===== config.mk =====
export PLATFORM = sky130hd
export DESIGN_NAME = irq_msi_agg
export DESIGN_NICKNAME = d
export VERILOG_FILES = /design/src/rtl/irq_msi_pkg.sv /design/src/rtl/irq_sampler.sv /design/src/rtl/irq_status.sv /design/src/rtl/msi_ctrl.sv /design/src/rtl/irq_msi_agg.sv
export SDC_FILE = /design/constraint.sdc
export NUM_CORES = 1
export LEC_CHECK = 0
export BUFFER_PORTS_ARGS = -buffer_cell sky130_fd_sc_hd__buf_2
export CELL_PAD_IN_SITES_DETAIL_PLACEMENT = 0
export CELL_PAD_IN_SITES_GLOBAL_PLACEMENT = 1
export CORE_MARGIN = 5
export CORE_UTILIZATION = 38
export DETAILED_ROUTE_END_ITERATION = 6
export GPL_ROUTABILITY_DRIVEN = 1
export PLACE_DENSITY = 0.78
export REMOVE_ABC_BUFFERS = 1
export SYNTH_ARGS = -nofsm -noshare
export SYNTH_HDL_FRONTEND = slang
export SYNTH_HIERARCHICAL = 1
export SYNTH_SLANG_ARGS = --single-unit

===== constraint.sdc =====
create_clock -name clk -period 1.2 [get_ports clk]
set_input_delay 0.36 -clock clk [delete_from_list [all_inputs] [get_ports clk]]
set_output_delay 0.36 -clock clk [all_outputs]
set_load 0.01 [all_outputs]

===== src/rtl/irq_msi_pkg.sv =====
package irq_msi_pkg;
  localparam int unsigned MAX_IRQ = 16;

  typedef enum logic {
    CTL_ARMED = 1'b0,
    CTL_QUIET = 1'b1
  } ctl_state_e;
endpackage


===== src/rtl/irq_sampler.sv =====
module irq_sampler #(
  parameter int unsigned N_IRQ = 16
) (
  input  logic             clk,
  input  logic             rst_n,
  input  logic [N_IRQ-1:0] irq_i,
  output logic [N_IRQ-1:0] smp_o,
  output logic [N_IRQ-1:0] rise_o,
  output logic             all_low_o
);
  logic [N_IRQ-1:0] smp_q, prev_q;
  logic             primed_q;

  // rising edge between two consecutive samples
  function automatic logic [N_IRQ-1:0] edge_up(input logic [N_IRQ-1:0] older,
                                               input logic [N_IRQ-1:0] newer);
    return newer & ~older;
  endfunction

  always_ff @(posedge clk or negedge rst_n) begin
    if (!rst_n) begin
      smp_q    <= '0;
      prev_q   <= '0;
      primed_q <= 1'b0;
    end else begin
      primed_q <= 1'b1;
      smp_q    <= irq_i;
      // first sample after reset: history equals the sample, so no edge
      prev_q   <= primed_q ? smp_q : irq_i;
    end
  end

  assign smp_o     = smp_q;
  assign rise_o    = edge_up(prev_q, smp_q);
  assign all_low_o = (smp_q == '0);
endmodule


===== src/rtl/irq_status.sv =====
module irq_status #(
  parameter int unsigned N_IRQ = 16
) (
  input  logic             clk,
  input  logic             rst_n,
  input  logic [N_IRQ-1:0] set_i,
  input  logic             clr_en_i,
  input  logic [N_IRQ-1:0] clr_mask_i,
  input  logic             rd_en_i,
  output logic [N_IRQ-1:0] status_o,
  output logic [N_IRQ-1:0] rd_data_o,
  output logic             rd_valid_o
);
  logic [N_IRQ-1:0] status_q, rd_q;
  logic             rdv_q;
  logic [N_IRQ-1:0] clr_eff;

  // set takes priority over clear
  function automatic logic [N_IRQ-1:0] sticky_next(input logic [N_IRQ-1:0] cur,
                                                   input logic [N_IRQ-1:0] set,
                                                   input logic [N_IRQ-1:0] clr);
    return (cur & ~clr) | set;
  endfunction

  assign clr_eff = clr_en_i ? clr_mask_i : '0;

  always_ff @(posedge clk or negedge rst_n) begin
    if (!rst_n) begin
      status_q <= '0;
      rd_q     <= '0;
      rdv_q    <= 1'b0;
    end else begin
      status_q <= sticky_next(status_q, set_i, clr_eff);
      rdv_q    <= rd_en_i;
      if (rd_en_i) rd_q <= status_q;
    end
  end

  assign status_o   = status_q;
  assign rd_data_o  = rd_q;
  assign rd_valid_o = rdv_q;
endmodule


===== src/rtl/msi_ctrl.sv =====
module msi_ctrl
  import irq_msi_pkg::*;
(
  input  logic clk,
  input  logic rst_n,
  input  logic en_i,
  input  logic any_rise_i,
  input  logic all_low_i,
  input  logic ack_i,
  output logic req_o,
  output logic armed_o
);
  ctl_state_e state_q, state_d;
  logic       req_q, req_d;

  always_comb begin
    state_d = state_q;
    req_d   = req_q;
    if (!en_i) begin
      state_d = CTL_ARMED;
      req_d   = 1'b0;
    end else begin
      unique case (state_q)
        CTL_ARMED: begin
          if (any_rise_i) begin
            req_d   = 1'b1;
            state_d = CTL_QUIET;
          end
        end
        CTL_QUIET: begin
          if (req_q && ack_i) req_d = 1'b0;
          if (all_low_i && !req_q) state_d = CTL_ARMED;
        end
        default: state_d = CTL_ARMED;
      endcase
    end
  end

  always_ff @(posedge clk or negedge rst_n) begin
    if (!rst_n) begin
      state_q <= CTL_ARMED;
      req_q   <= 1'b0;
    end else begin
      state_q <= state_d;
      req_q   <= req_d;
    end
  end

  assign req_o   = req_q;
  assign armed_o = (state_q == CTL_ARMED);
endmodule


===== src/rtl/irq_msi_agg.sv =====
module irq_msi_agg #(
  parameter int unsigned N_IRQ = 16
) (
  input  logic             clk,
  input  logic             rst_n,
  input  logic             dma_mode_i,
  input  logic [N_IRQ-1:0] irq_i,
  output logic             msi_req_o,
  input  logic             msi_ack_i,
  input  logic             rd_en_i,
  output logic [N_IRQ-1:0] rd_data_o,
  output logic             rd_valid_o,
  input  logic             clr_en_i,
  input  logic [N_IRQ-1:0] clr_mask_i
);
  logic [N_IRQ-1:0] smp_w, rise_w, qual_rise_w, status_w;
  logic             all_low_w, any_rise_w, armed_w;

  assign qual_rise_w = dma_mode_i ? '0 : rise_w;
  assign any_rise_w  = |qual_rise_w;

  irq_sampler #(.N_IRQ(N_IRQ)) u_smp (
    .clk(clk), .rst_n(rst_n), .irq_i(irq_i),
    .smp_o(smp_w), .rise_o(rise_w), .all_low_o(all_low_w)
  );

  irq_status #(.N_IRQ(N_IRQ)) u_sts (
    .clk(clk), .rst_n(rst_n), .set_i(qual_rise_w),
    .clr_en_i(clr_en_i), .clr_mask_i(clr_mask_i), .rd_en_i(rd_en_i),
    .status_o(status_w), .rd_data_o(rd_data_o), .rd_valid_o(rd_valid_o)
  );

  msi_ctrl u_ctl (
    .clk(clk), .rst_n(rst_n), .en_i(!dma_mode_i), .any_rise_i(any_rise_w),
    .all_low_i(all_low_w), .ack_i(msi_ack_i), .req_o(msi_req_o), .armed_o(armed_w)
  );
endmodule


==> impl_metrics.csv <==
group,metric,value,unit
place,place_congestion,0.746,
setup_path,critPathMaxFanout,2,
global_routing,grt_max_degree,69,
setup_path,cp-start-kind,"flop",
power_and_ir_drop,powerDensity,1510,nW/µm²
setup_path,r2r_cells,5,
routing,vias_per_cell,4.45,
job,drv_cap,0,
power_and_ir_drop,p_sw_frac,0.232,
timing,post-route-period-util,1.12,
routing,dr_total_vias,1744,
clock_tree,clk_latency,0.33,ns
final_layout,antenna_cells,0,
power_and_ir_drop,ir_worst_vdd,574,µV
clock_tree,tritoncts,"built",
power_and_ir_drop,leakagePower,1.91,nW
global_routing,grt_pass1_wl,8730,µm
timing,max_freq,0.744,GHz
routing,drc,0,
routing,ant_nets,0,
die,core-area,7140,µm²
power_and_ir_drop,p_clk_frac,0.355,
setup_path,worstPathRequired,1.40,ns
setup_path,critPathCaptureType,"flop",
die,io-pin-count,56,
timing,rsz0062_at_grt,"true",
final_layout,final_layout_size_suffix_gt1_frac,0.539,
final_layout,stdcell_area,3700,µm²
timing,fin_crit,1.34,ns
global_routing,gr-total-overflow,0,
timing,drv_slew,0,
final_layout,ff_latch_area,1700,µm²
routing,first_pass_iters,4,
synthesis,syn_area_per_cell,14.4,µm²
global_routing,first_global_vias,1838,
clock_tree,cts_buffer_depth,2,
setup_path,r2r_setup_slack,-0.14,ns
final_layout,fillCellCount,658,
setup_path,crit_type,"reg2reg",
outcome,outcome,"finished, violations left",
timing,worst_clock_skew,0.00615,ns
synthesis,synth_cells,190,
die,initial_core_util,0.384,
clock_tree,clkTransAtPathRegs,0.07,ns
timing,fin_hold_ws,0.0268,ns
worst_hold_path,hold_class,"in2async",
power_and_ir_drop,p_sw,1.30,mW
outcome,violations,"negative setup slack",
place,dp_hpwl,3700,µm
global_routing,grt_util_all_layers,0.127,
routing,drt_iter0_drc,37,
final_layout,final_cell_mix,"68 x dfrtp_1, 53 x buf_2, 37 x buf_4, 20 x mux2_4, 19 x nor2b_1",
final_layout,syn2layout_area_growth,35.1,%
final_layout,final_util,0.519,
routing,totalWireLength,5300,µm
power_and_ir_drop,cellInternalPower,4.29,mW
clock_tree,clock-root-buffer,"clkbuf_8",
timing,hold_viol,0,
clock_tree,cts-buffers-inserted,9,
power_and_ir_drop,power_frac_comb,0.167,
synthesis,synth_area,2740,µm²
clock_tree,cts.sinks,68,
place,numPortBuffers,55,
timing,setup_ws,-0.144,ns
setup_path,timing.rr.end,"u_ctl/req_o",
die,num_rows,31,
die,die_h,95.0,µm
final_layout,finalNetCount,326,
place,placed_cell_area,3240,µm²
setup_path,worstPathArrival,1.55,ns
final_layout,layout_commonest_cell,"dfrtp_1",
final_layout,multiInputGateArea,1040,µm²
timing,setup_violations,11,
routing,routedWlPerCell,13.5,µm
synthesis,synth_warnings,6,
clock_tree,htreeDepth,3,
power_and_ir_drop,seqPwrFrac,0.477,
die,die_w,95.0,µm
die,die_area,9020,µm²
setup_path,r2r_start,"u_smp/smp_o[11]",
global_routing,antenna_found_initial,0,
==> power by group through the flow <==
stage	clock network, mW	registers (mW)	logic (mW)
floorplan	0	2.75	0.336
global placement	0	2.70	0.747
detailed placement	0	2.71	0.766
CTS	2.05	2.67	0.885
global route	2.15	2.70	1.02
finish	1.99	2.67	0.936
==> how the worst max path moves through the flow <==
stage / slack, ns / end / start
after floorplan: -0.05 / u_smp/prev_q[0] / u_smp/primed_q
after global placement: -0.17 / u_ctl/state_q / u_smp/smp_o[2]
after detailed placement: -0.23 / u_ctl/state_q / u_smp/smp_o[10]
after CTS: -0.16 / u_ctl/req_o / u_smp/smp_o[9]
after global routing: -0.23 / u_ctl/req_o / u_smp/smp_o[15]
final: -0.14 / u_ctl/req_o / u_smp/smp_o[11]
==> stage by stage <==
| step | worst slack, ns | power [mW] | setup TNS (ns) | cells |
|---|---|---|---|---|
| 2_1_floorplan | -0.0488 | 3.08 | -0.368 | 183 |
| 3_3_place_gp | -0.165 | 3.44 | -0.329 | 358 |
| 3_5_place_dp | -0.230 | 3.47 | -0.430 | 358 |
| 4_1_cts | -0.164 | 5.60 | -0.759 | 385 |
| 5_1_grt | -0.225 | 5.87 | -1.17 | 392 |
| 6_report | -0.144 | 5.59 | -0.342 | 392 |
==> worst max-delay path: stages, from the launching register on <==
cell     delay [ns]
dfrtp_1        0.38
nor2b_4        0.14
nor4_4         0.31
a41oi_2        0.16
nor2_1         0.15
o32ai_2        0.09
==> flip-flops by register name, indices dropped and copies added (netlist names) <==
register / cells
u_smp/prev_q: 16
u_smp/smp_o: 16
u_sts/rd_data_o: 16
u_sts/status_o: 16
u_ctl/req_o: 1
u_ctl/state_q: 1
u_smp/primed_q: 1
u_sts/rd_valid_o: 1
==> layout make-up <==
| cell class | instances | share of cell area |
|---|---|---|
| Sequential cell | 68 | 0.459 |
| Multi-Input combinational cell | 112 | 0.281 |
| Timing Repair Buffer | 94 | 0.163 |
| Clock buffer | 13 | 0.0483 |
| Tap cell | 99 | 0.0334 |
| Clock inverter | 3 | 0.0115 |
| Inverter | 3 | 0.00304 |
==> metal layers <==
layer  track usage  routed length, µm
met4        0.0613                 42
met5             0                  0
met1         0.161               2410
met2         0.201               2630
met3        0.0311                217
==> timing repair <==
action                     in CTS  in global routing
hold buffers                    0                  0
setup endpoints to repair      19                 20
pin swaps                       5                  6
setup buffers                  11                  7
resized for setup              16                  7
No activity file was read; power rests on OpenSTA's default activity.
